## src/rtl/serial_pkg.sv

```systemverilog
package serial_pkg;

    localparam int DATA_MAX = 9;
    localparam int FRAME_W  = 1 + DATA_MAX + 1 + 2;

    typedef enum logic [1:0] {
        PAR_NONE = 2'b00,
        PAR_RSVD = 2'b01,
        PAR_EVEN = 2'b10,
        PAR_ODD  = 2'b11
    } par_mode_e;

    typedef enum logic [1:0] {
        RX_IDLE,
        RX_START,
        RX_BITS,
        RX_STOP
    } rx_state_e;

    typedef struct packed {
        logic [2:0] size_code;
        par_mode_e  par;
        logic       two_stop;
    } frame_cfg_t;

    typedef struct packed {
        logic [DATA_MAX-1:0] data;
        logic                frame_err;
        logic                par_err;
    } rx_char_t;

    // Number of data bits selected by a size code.
    function automatic logic [3:0] data_bits(input logic [2:0] code);
        case (code)
            3'b000:  data_bits = 4'd5;
            3'b001:  data_bits = 4'd6;
            3'b010:  data_bits = 4'd7;
            3'b111:  data_bits = 4'd9;
            default: data_bits = 4'd8;
        endcase
    endfunction

    function automatic logic [DATA_MAX-1:0] data_mask(input logic [3:0] n);
        data_mask = 9'h1FF >> (4'd9 - n);
    endfunction

    // Parity bit for the active data bits; the low mode bit selects odd.
    function automatic logic parity_of(input logic [DATA_MAX-1:0] d,
                                       input logic [3:0] n,
                                       input par_mode_e m);
        parity_of = (^(d & data_mask(n))) ^ m[0];
    endfunction

endpackage

```

## src/rtl/serial_baud.sv

```systemverilog
module serial_baud #(
    parameter int DIV_W = 12
) (
    input  logic             clk,
    input  logic             rst,
    input  logic [DIV_W-1:0] divisor,
    output logic             tick
);
    logic [DIV_W-1:0] cnt;

    always_ff @(posedge clk) begin
        if (rst) begin
            cnt  <= '0;
            tick <= 1'b0;
        end else if (cnt >= divisor) begin
            cnt  <= '0;
            tick <= 1'b1;
        end else begin
            cnt  <= cnt + {{(DIV_W-1){1'b0}}, 1'b1};
            tick <= 1'b0;
        end
    end

    // ticks are spaced by divisor+1 clocks
    assert_tick_spacing_R2: assert property (@(posedge clk) disable iff (rst)
        (tick && divisor != '0 && $stable(divisor)) |=> !tick);

endmodule

```

## src/rtl/serial_tx.sv

```systemverilog
module serial_tx
    import serial_pkg::*;
#(
    parameter int SUB_W = 4
) (
    input  logic                clk,
    input  logic                rst,
    input  logic                tick,
    input  logic [SUB_W-1:0]    osr_last,
    input  frame_cfg_t          cfg,
    input  logic                wr,
    input  logic [DATA_MAX-1:0] wdata,
    output logic                txd,
    output logic                empty,
    output logic                done
);
    localparam logic [SUB_W-1:0] SUB_ONE = SUB_W'(1);

    logic [DATA_MAX-1:0] hold_data;
    logic                hold_full;
    logic [FRAME_W-1:0]  shreg;
    logic [FRAME_W-1:0]  frame;
    logic [3:0]          bits_left;
    logic [3:0]          frame_len;
    logic [3:0]          nbits;
    logic [SUB_W-1:0]    sub;
    logic                busy;
    logic                wr_ok;
    logic                load;

    assign wr_ok = wr && !hold_full;
    assign load  = !busy && hold_full;

    always_comb begin
        nbits = data_bits(cfg.size_code);
        frame = '1;
        frame[0] = 1'b0;
        for (int i = 0; i < DATA_MAX; i++) begin
            if (4'(i) < nbits) frame[i+1] = hold_data[i];
        end
        if (cfg.par[1]) frame[4'd1 + nbits] = parity_of(hold_data, nbits, cfg.par);
        frame_len = 4'd1 + nbits + {3'b000, cfg.par[1]} + 4'd1 + {3'b000, cfg.two_stop};
    end

    always_ff @(posedge clk) begin
        if (rst) begin
            hold_data <= '0;
            hold_full <= 1'b0;
            shreg     <= '1;
            bits_left <= '0;
            sub       <= '0;
            busy      <= 1'b0;
            done      <= 1'b0;
        end else begin
            if (wr_ok) begin
                hold_data <= wdata;
                hold_full <= 1'b1;
                done      <= 1'b0;
            end
            if (load) begin
                busy      <= 1'b1;
                shreg     <= frame;
                bits_left <= frame_len;
                sub       <= '0;
                hold_full <= 1'b0;
            end else if (busy && tick) begin
                if (sub == osr_last) begin
                    sub       <= '0;
                    shreg     <= {1'b1, shreg[FRAME_W-1:1]};
                    bits_left <= bits_left - 4'd1;
                    if (bits_left == 4'd1) begin
                        busy <= 1'b0;
                        if (!hold_full && !wr_ok) done <= 1'b1;
                    end
                end else begin
                    sub <= sub + SUB_ONE;
                end
            end
        end
    end

    assign txd   = busy ? shreg[0] : 1'b1;
    assign empty = !hold_full;

    // a shifter load is followed by the start bit on the line
    assert_load_start_low_R2: assert property (@(posedge clk) disable iff (rst)
        load |=> (txd == 1'b0));

    // a write into a full holding stage leaves it untouched
    assert_write_ignored_R6: assert property (@(posedge clk) disable iff (rst)
        (wr && hold_full && !load) |=> $stable(hold_data));

endmodule

```

## src/rtl/serial_rx.sv

```systemverilog
module serial_rx
    import serial_pkg::*;
#(
    parameter int SUB_W = 4
) (
    input  logic             clk,
    input  logic             rst,
    input  logic             tick,
    input  logic [SUB_W-1:0] osr_last,
    input  logic [SUB_W-1:0] mid,
    input  frame_cfg_t       cfg,
    input  logic             rxd,
    input  logic             rd,
    output rx_char_t         char_q,
    output logic             done,
    output logic             ovr
);
    localparam logic [SUB_W-1:0] SUB_ONE = SUB_W'(1);

    rx_state_e        state;
    logic             sync_a, line;
    logic [SUB_W-1:0] sub;
    logic [SUB_W-1:0] mid_lo, mid_hi;
    logic [3:0]       idx, last_idx, nbits;
    logic             s0, s1, vote;
    logic [9:0]       acc;
    logic             finish;
    rx_char_t         next_char;

    assign mid_lo   = mid - SUB_ONE;
    assign mid_hi   = mid + SUB_ONE;
    assign nbits    = data_bits(cfg.size_code);
    assign last_idx = nbits + {3'b000, cfg.par[1]} - 4'd1;
    assign vote     = (s0 & s1) | (s0 & line) | (s1 & line);
    assign finish   = tick && (state == RX_STOP) && (sub == mid_hi);

    always_comb begin
        next_char.data      = acc[DATA_MAX-1:0] & data_mask(nbits);
        next_char.frame_err = !vote;
        next_char.par_err   = cfg.par[1] &&
            (acc[nbits] != parity_of(acc[DATA_MAX-1:0], nbits, cfg.par));
    end

    always_ff @(posedge clk) begin
        if (rst) begin
            sync_a <= 1'b1;
            line   <= 1'b1;
        end else begin
            sync_a <= rxd;
            line   <= sync_a;
        end
    end

    always_ff @(posedge clk) begin
        if (rst) begin
            state  <= RX_IDLE;
            sub    <= '0;
            idx    <= '0;
            s0     <= 1'b1;
            s1     <= 1'b1;
            acc    <= '0;
            char_q <= '0;
            done   <= 1'b0;
            ovr    <= 1'b0;
        end else begin
            if (tick) begin
                if (state == RX_IDLE) begin
                    if (!line) begin
                        state <= RX_START;
                        sub   <= '0;
                    end
                end else begin
                    sub <= (sub == osr_last) ? '0 : sub + SUB_ONE;
                    if (sub == mid_lo) s0 <= line;
                    if (sub == mid)    s1 <= line;
                    if (sub == mid_hi) begin
                        case (state)
                            RX_START: if (vote) state <= RX_IDLE;
                            RX_BITS:  acc[idx] <= vote;
                            RX_STOP:  state <= RX_IDLE;
                            default:  ;
                        endcase
                    end else if (sub == osr_last) begin
                        case (state)
                            RX_START: begin
                                state <= RX_BITS;
                                idx   <= '0;
                            end
                            RX_BITS: begin
                                if (idx == last_idx) state <= RX_STOP;
                                else                 idx   <= idx + 4'd1;
                            end
                            default: ;
                        endcase
                    end
                end
            end
            if (finish) begin
                if (done && !rd) begin
                    ovr <= 1'b1;
                end else begin
                    char_q <= next_char;
                    done   <= 1'b1;
                    ovr    <= 1'b0;
                end
            end else if (rd) begin
                done <= 1'b0;
                ovr  <= 1'b0;
            end
        end
    end

    // on overrun the buffered character is preserved
    assert_overrun_keeps_R8: assert property (@(posedge clk) disable iff (rst)
        (finish && done && !rd) |=> $stable(char_q));

    // overrun never stands without an unread character
    assert_overrun_with_full_R8: assert property (@(posedge clk) disable iff (rst)
        ovr |-> done);

    // a read without a new completion empties the buffer
    assert_read_clears_R7: assert property (@(posedge clk) disable iff (rst)
        (rd && !finish) |=> !done);

endmodule

```

## src/rtl/serial_xcvr.sv

```systemverilog
module serial_xcvr
    import serial_pkg::*;
#(
    parameter int DIV_W    = 12,
    parameter int OSR_NORM = 16
) (
    input  logic             clk,
    input  logic             rst,
    input  logic [DIV_W-1:0] baud_div,
    input  logic             fast_mode,
    input  logic [2:0]       size_code,
    input  logic [1:0]       par_mode,
    input  logic             two_stop,
    input  logic             irq_en_rx,
    input  logic             irq_en_txc,
    input  logic             irq_en_empty,
    input  logic             tx_write,
    input  logic [7:0]       tx_data,
    input  logic             tx_bit8,
    input  logic             rx_read,
    input  logic             rxd,
    output logic             txd,
    output logic [7:0]       rx_data,
    output logic             rx_bit8,
    output logic             rx_full,
    output logic             tx_done,
    output logic             tx_empty,
    output logic             frame_err,
    output logic             overrun_err,
    output logic             parity_err,
    output logic             irq_rx,
    output logic             irq_txc,
    output logic             irq_empty
);
    localparam int OSR_DBL = OSR_NORM / 2;
    localparam int SUB_W   = $clog2(OSR_NORM);

    logic             tick;
    logic [SUB_W-1:0] osr_last;
    logic [SUB_W-1:0] mid;
    frame_cfg_t       cfg;
    rx_char_t         rx_char;

    assign osr_last      = fast_mode ? SUB_W'(OSR_DBL - 1) : SUB_W'(OSR_NORM - 1);
    assign mid           = fast_mode ? SUB_W'(OSR_DBL / 2) : SUB_W'(OSR_NORM / 2);
    assign cfg.size_code = size_code;
    assign cfg.par       = par_mode_e'(par_mode);
    assign cfg.two_stop  = two_stop;

    serial_baud #(.DIV_W(DIV_W)) baud_i (
        .clk     (clk),
        .rst     (rst),
        .divisor (baud_div),
        .tick    (tick)
    );

    serial_tx #(.SUB_W(SUB_W)) tx_i (
        .clk      (clk),
        .rst      (rst),
        .tick     (tick),
        .osr_last (osr_last),
        .cfg      (cfg),
        .wr       (tx_write),
        .wdata    ({tx_bit8, tx_data}),
        .txd      (txd),
        .empty    (tx_empty),
        .done     (tx_done)
    );

    serial_rx #(.SUB_W(SUB_W)) rx_i (
        .clk      (clk),
        .rst      (rst),
        .tick     (tick),
        .osr_last (osr_last),
        .mid      (mid),
        .cfg      (cfg),
        .rxd      (rxd),
        .rd       (rx_read),
        .char_q   (rx_char),
        .done     (rx_full),
        .ovr      (overrun_err)
    );

    assign rx_data    = rx_char.data[7:0];
    assign rx_bit8    = rx_char.data[8];
    assign frame_err  = rx_char.frame_err;
    assign parity_err = rx_char.par_err;

    assign irq_rx    = rx_full  & irq_en_rx;
    assign irq_txc   = tx_done  & irq_en_txc;
    assign irq_empty = tx_empty & irq_en_empty;

    // a disabled source never raises its interrupt
    assert_irq_gated_R11: assert property (@(posedge clk) disable iff (rst)
        (!irq_en_rx |-> !irq_rx) and (!irq_en_txc |-> !irq_txc) and (!irq_en_empty |-> !irq_empty));

endmodule

```

## config.mk

```make
export PLATFORM = sky130hd
export DESIGN_NAME = serial_xcvr
export DESIGN_NICKNAME = d
export VERILOG_FILES = /design/src/rtl/serial_pkg.sv /design/src/rtl/serial_baud.sv /design/src/rtl/serial_tx.sv /design/src/rtl/serial_rx.sv /design/src/rtl/serial_xcvr.sv
export SDC_FILE = /design/constraint.sdc
export NUM_CORES = 1
export LEC_CHECK = 0
export ABC_AREA = 1
export ABC_CLOCK_PERIOD_IN_PS = 7140
export BUFFER_PORTS_ARGS = -buffer_cell sky130_fd_sc_hd__buf_2
export CAP_MARGIN = 20
export CORE_AREA = 4 4 136 138
export DETAILED_ROUTE_END_ITERATION = 10
export DIE_AREA = 0 0 140 142
export HOLD_SLACK_MARGIN = 0.05
export PLACE_DENSITY_LB_ADDON = 0.2
export SYNTH_ARGS = -nofsm -noshare
export SYNTH_HDL_FRONTEND = slang
export SYNTH_SLANG_ARGS = --single-unit
```

## constraint.sdc

```tcl
create_clock -name clk -period 7.14 [get_ports clk]
set_input_delay 1.428 -clock clk [delete_from_list [all_inputs] [get_ports clk]]
set_output_delay 1.428 -clock clk [all_outputs]
set_load 0.05 [all_outputs]
```

======== After elaboration in Yosys (flattened, before gate mapping) ========
Cells that the tools add are included.
storage, ports and cells
  input bits .............................. 36
  output and inout bits ................... 19
  word-level logic and storage cells ...... 183
  bits in registers ....................... 83
cells by class
  reduce and logical (&&, ||, !) cells .... 38
  equality and inequality tests ........... 20
  muxes and demuxes ....................... 58
  bitwise logic cells ..................... 15
  shift-type cells ........................ 1
  add/sub/neg operators ................... 14
  $lt $le $gt $ge ......................... 15
operators with widths
  cell                                                                                  count
  13-bit two-way mux                                                                    4
  4-bit two-way mux                                                                     10
  1-bit two-way mux                                                                     29
  4-bit equality test                                                                   6
  4-bit by 1-bit adder with 4-bit output (second input constant)                        5
  9-bit bitwise AND                                                                     2
  9-bit XOR reduction                                                                   2
  3-bit by 4-bit < comparator with 1-bit output (first input constant)                  4
  4-bit one-hot mux with 4 select lines                                                 1
  4-bit by 5-bit < comparator with 1-bit output (second input constant)                 3
  13-bit bitwise mux                                                                    1
  12-bit by 1-bit adder with 12-bit output (second input constant)                      1
  4-bit by 1-bit adder with 4-bit output                                                3
  12-bit greater-or-equal comparator                                                    1
  2-bit two-way mux                                                                     6
  4-bit by 1-bit subtractor with 4-bit output (second input constant)                   3
  10-bit bitwise mux                                                                    1
  1-bit logical AND                                                                     10
  2-bit nonzero test                                                                    5
  3-bit AND reduction                                                                   3
  9-bit by 4-bit >> shifter with 9-bit output (first input constant)                    1
  1-bit demux with 4-bit select                                                         2
  4-bit by 1-bit greater-or-equal comparator with 1-bit output (second input constant)  2
  1-bit by 4-bit < comparator with 1-bit output (first input constant)                  2
  other kinds (31)                                                                      54

======== Logic depth before layout (Yosys ltp) ========
  word-level depth ........................ 10
  mapped depth ............................ 23
  gate-level depth less buffers ........... 23

======== Hierarchy ========
From an unflattened synthesis, not the netlist that was laid out.
second synthesis, totals
  cells, all modules ...................... 885
  area total of the unflattened synthesis .. 5909.4 sq um
by module, submodules not included
  module       seq. area each (sq um)  cells each  area an instance (sq um)  times used
  serial_rx    740.7                   403         2617.5                    1
  serial_tx    660.6                   345         2357.3                    1
  serial_baud  260.2                   128         900.9                     1
  serial_xcvr  0.0                     9           33.8                      1

======== Worst setup path after synthesis ========
No wires, ideal clock.
  path kind ............................... input to output
  start point ............................. input irq_en_empty
  end point ............................... output irq_empty
  cell stages on the path ................. 2
  setup slack ............................. 3618 ps
  data arrival time ....................... 2094 ps
  required time ........................... 5712 ps
  path buffers ............................ 0
  cell sequence ........................... inv_1 nor2_1
between the ends
  word-level cells in the longest chain between the ends .. 1
RTL lines
  what               line               text
  from (decl)        serial_xcvr.sv:16  input logic irq_en_empty,
  1-bit bitwise AND  serial_xcvr.sv:91  assign irq_empty = tx_empty & irq_en_empty;
  to (decl)          serial_xcvr.sv:33  output logic irq_empty
No other way between the ends.

======== Final worst setup path ========
  start point ............................. input size_code[1]
  end point ............................... register tx_i.shreg[9]
between the ends
  word-level cells in the longest chain between the ends .. 10
  elaborated cells on any way between the ends .. 21
  those cells by class .................... 2 x add/sub; 3 x order compare; 3 x eq/ne; 1 x shift; 7 x mux; 2 x bitwise; 3 x reduce/logical
RTL lines
  what                                                                        line                               text
  from (decl)                                                                 serial_xcvr.sv:11                  input logic [2:0] size_code,
  3-bit equality test (tied with other cells)                                 serial_pkg.sv:34                   case (code)
  4-bit one-hot mux with 4 select lines *                                     serial_pkg.sv:34
  4-bit subtractor or 1-bit by 4-bit adder with 4-bit output (tied branches)  serial_pkg.sv:44, serial_tx.sv:41
  9-bit by 4-bit >> shifter with 9-bit output (tied with other cells)         serial_pkg.sv:44                   data_mask = 9'h1FF >> (4'd9 - n);
  9-bit bitwise AND or 1-bit logical AND (tied branches)                      serial_pkg.sv:51, serial_tx.sv:41
  9-bit XOR reduction or 1-bit two-way mux (tied branches)                    serial_pkg.sv:51, serial_tx.sv:41
  1-bit bitwise XOR or 1-bit demux with 4-bit select (tied branches)          -
  13-bit bitwise mux                                                          serial_tx.sv:41                    if (cfg.par[1]) frame[4'd1 + nbits] = parity_of(hold_data, nbits, cfg.par);
  13-bit two-way mux *                                                        serial_tx.sv:41
  13-bit two-way mux *                                                        serial_tx.sv:60                    if (load) begin
  to (signal assigned)                                                        serial_tx.sv:62                    shreg <= frame;
  to (signal assigned)                                                        serial_tx.sv:69                    shreg <= {1'b1, shreg[FRAME_W-1:1]};
  to (decl)                                                                   serial_tx.sv:21                    logic [FRAME_W-1:0] shreg;
Every way passes the cells marked *; elsewhere a longest branch is shown, timed or not.
A chain may end at the register's enable or synchronous reset.

==> results.sh <==
export IMPL_cts_resized=0
export IMPL_ys_flop_type="dfxtp_1"
export IMPL_worstSetupPathType="input pin to flop"
export IMPL_yosysSeqAreaShare=0.346
export IMPL_synth_edf_count=0
export IMPL_finalInstanceArea_sq_mm=0.00557
export IMPL_drc=0
export IMPL_place_gp_congestion=0.808
export IMPL_worst_setup_path_end_kind="flop"
export IMPL_powerDensity_mw_per_mm2=196
export IMPL_dr_total_vias=4188
export IMPL_drt_iter0_markers=254
export IMPL_cts_tree="done"
export IMPL_antenna_cells=0
export IMPL_postSynthCellCount=680
export IMPL_grt_max_degree=41
export IMPL_dr_pass1_iters=4
export IMPL_fill_cells=1906
export IMPL_rows=48
export IMPL_clock_sinks=83
export IMPL_status="complete, no violations"
export IMPL_io_pins=55
export IMPL_critPathMaxStageDelay_ns=0.46
export IMPL_timing_fmax_ghz=0.257
export IMPL_cp_top_family="simple AND/OR/NAND/NOR gates"
export IMPL_die_h_um=142
export IMPL_crit_chain="buf_2 > nand2_2 > nand2_4 > inv_2 > o21ai_0 > ha_1 > inv_1 > nand3_1 > nand2_2 > nand3_1 > nand2_1 > nand2_1 > nand2_1 > nand2_1 > nand2_1 > nand2_1 > nand2_2 > inv_2 > o21ai_1 > nand2_1"
export IMPL_core_region_area_sq_mm=0.0172
export IMPL_dieWidth_um=140
export IMPL_postCtsHoldBufs=0
export IMPL_hold_viol=0
export IMPL_synthToLayoutAreaGrowth_pct=16.1
export IMPL_h_tree_depth=3
export IMPL_ys_types=43
export IMPL_finalNetCount=807
export IMPL_netlist_area_sq_mm=0.00480
export IMPL_rsz0062_at_grt="false"
export IMPL_cp_common_cell="nand2_1"
export IMPL_clockBufferDepth=2
export IMPL_skew_ns=0.0102
export IMPL_track_usage=0.123
export IMPL_slowest_stage="ha_1"
export IMPL_ant_nets=0
export IMPL_async_flop_share=0
export IMPL_cap_violations=0
export IMPL_drt_total_wl_um=11900
export IMPL_final_max_slew_viol_count=0
export IMPL_irDropWorstVdd_mv=0.107
export IMPL_root_buffer="clkbuf_16"
export IMPL_ys_ff_latch=83
export IMPL_grt_pass1_wl_um=20100
export IMPL_portBuffers=54
export IMPL_fin_setup_tns_ns=0
export IMPL_cts_setup_buffers=0
export IMPL_cp_required_ns=7.37
export IMPL_leakage_uw=0.00248
export IMPL_crit_buf_inv=4
export IMPL_finalCritPeriodShare=0.546
export IMPL_fp_dieArea_sq_mm=0.0199
export IMPL_dpl_instance_area_sq_mm=0.00529
export IMPL_drive_gt1_frac=0.126
export IMPL_dp_hpwl_um=9070
export IMPL_vias_per_cell=4.36
export IMPL_worstHoldPathType="flop to flop"
export IMPL_grt_pass1_vias=4201
export IMPL_floorplan_initialDensity=0.279
export IMPL_ys_warnings_count=0
export IMPL_syn_nets=755
export IMPL_cp_arrival_ns=4.13
export IMPL_crit_fanout=12
export IMPL_start_kind="input pin"
export IMPL_clk_pin_slew_worst_paths_ns=0.06
export IMPL_min_period_ns=3.90
export IMPL_slew_headroom=0.357
export IMPL_wire_per_inst_um=12.4
export IMPL_worst_pin_slew_ns=0.961
export IMPL_antenna_found_initial=0
export IMPL_overflow=0
export IMPL_cts_made_buffers=9
export IMPL_setup_viol=0
export IMPL_clock_latency_ns=0.34
export IMPL_syn_avg_cell_area_sq_um=7.05
[through the flow]
stage | util | std cells | hold WS [ns] | total power [uW] | setup slack [ns]
5_1_grt | 0.324 | 961 | 0.416 | 1150 | 3.00
3_3_place_gp | 0.308 | 946 | 0.393 | 658 | 2.87
3_5_place_dp | 0.308 | 946 | 0.394 | 657 | 2.94
6_report | 0.324 | 961 | 0.408 | 1090 | 3.24
2_1_floorplan | - | 680 | 0.389 | 611 | 3.62
4_1_cts | 0.324 | 961 | 0.410 | 1110 | 3.31
[routing by layer]
metal | part of all wire | wire (um) | GRT usage
met2 | 0.46 | 5460 | 0.200
met1 | 0.50 | 5900 | 0.162
met3 | 0.036 | 428 | 0.0272
met5 | 0 | 0 | 0
met4 | 0.010 | 124 | 0.0459
[final cells by class]
class / instances / area (sq um) / share of cell area
clock inverter: 3 / 23.8 / 0.00427
timing repair buffer: 55 / 278 / 0.0499
sequential: 83 / 1660 / 0.298
clock buffer: 12 / 256 / 0.0461
tap: 225 / 282 / 0.0506
multi-input combinational: 470 / 2640 / 0.474
inverter: 113 / 425 / 0.0764
[cells by family after synthesis]
family,Yosys count,synth area share
simple gates,283,0.259
buf+inv,127,0.103
compound gates,123,0.143
flops,83,0.346
fa+ha+maj,39,0.103
xor+xnor,25,0.0457
[power breakdown]
| group | switching, uW | internal (uW) |
|---|---|---|
| Combinational | 101 | 52.5 |
| Sequential | 11.4 | 481 |
| Clock | 190 | 254 |
| Total | 302 | 787 |
[worst reg2reg max path, cell delays in order (launching register included)]
cell     delay [ns]
dfxtp_1        0.34
ha_1           0.20
inv_1          0.08
nor3_2         0.05
nand2_1        0.14
inv_1          0.25
nor2_1         0.78
inv_1          0.19
nand2_1        0.15
a21oi_1        0.06
a21oi_2        0.14
[flip-flops by register name, summed over array words and instances, names as in the netlist, named ones only]
name,flops
rx_i.s1,1
rx_i.state,2
tx_i.bits_left,4
tx_i.hold_full,1
baud_i.tick,1
rx_i.idx,4
tx_i.hold_data,9
rx_i.acc,10
rx_i.sync_a,1
baud_i.cnt,12
tx_i.shreg,13
tx_i.busy,1
rx_i.s0,1
rx_i.line,1
rx_i.ovr,1
rx_i.sub,4
rx_i.char_q,11
tx_i.sub,4
rx_i.done,1
[path summary, 6_finish.rpt]
path / from / endpoint / depth (start not counted) / slack [ns]
worst min-delay path: rx_i.sync_a / rx_i.line / 1 / 0.41
worst max register to register: tx_i.sub[0] / tx_i.shreg[4] / 10 / 4.70
worst min register to register: rx_i.sync_a / rx_i.line / 1 / 0.41
worst max-delay path: size_code[1] / tx_i.shreg[9] / 20 / 3.24
[synth_stat cells, types with 2 or more instances]
cell | instances | area (sq um)
a211oi_1 | 3 | 22.5
a21oi_1 | 49 | 245
a21oi_2 | 2 | 17.5
a221oi_1 | 6 | 52.6
a31oi_1 | 2 | 12.5
buf_2 | 2 | 10.0
clkbuf_1 | 9 | 33.8
clkinv_1 | 2 | 7.51
dfxtp_1 | 83 | 1660
ha_1 | 38 | 475
inv_1 | 106 | 398
inv_2 | 4 | 15.0
nand2_1 | 124 | 465
nand2_2 | 6 | 37.5
nand2_4 | 2 | 22.5
nand3_1 | 64 | 320
nand4_1 | 4 | 25.0
nor2_1 | 66 | 248
nor2_2 | 2 | 12.5
nor2_4 | 2 | 22.5
nor3_1 | 5 | 25.0
nor3_2 | 2 | 20.0
nor4_1 | 2 | 12.5
o211ai_1 | 2 | 15.0
o21ai_0 | 45 | 225
o21ai_1 | 6 | 30.0
o221ai_1 | 2 | 17.5
or2_2 | 2 | 12.5
xnor2_1 | 13 | 114
xor2_1 | 12 | 105
[cells in the final DEF, fill, tap and decap left out, types with 3 or more instances in the layout]
cell type    n
nand2_1    124
inv_1      106
dfxtp_1     83
nor2_1      66
nand3_1     64
buf_2       54
a21oi_1     49
o21ai_0     45
ha_1        38
xnor2_1     13
xor2_1      12
clkbuf_16    9
nand2_2      6
o21ai_1      6
a221oi_1     6
nor3_1       5
inv_2        4
nand4_1      4
a211oi_1     3
Power figures use the tool's default switching activity.
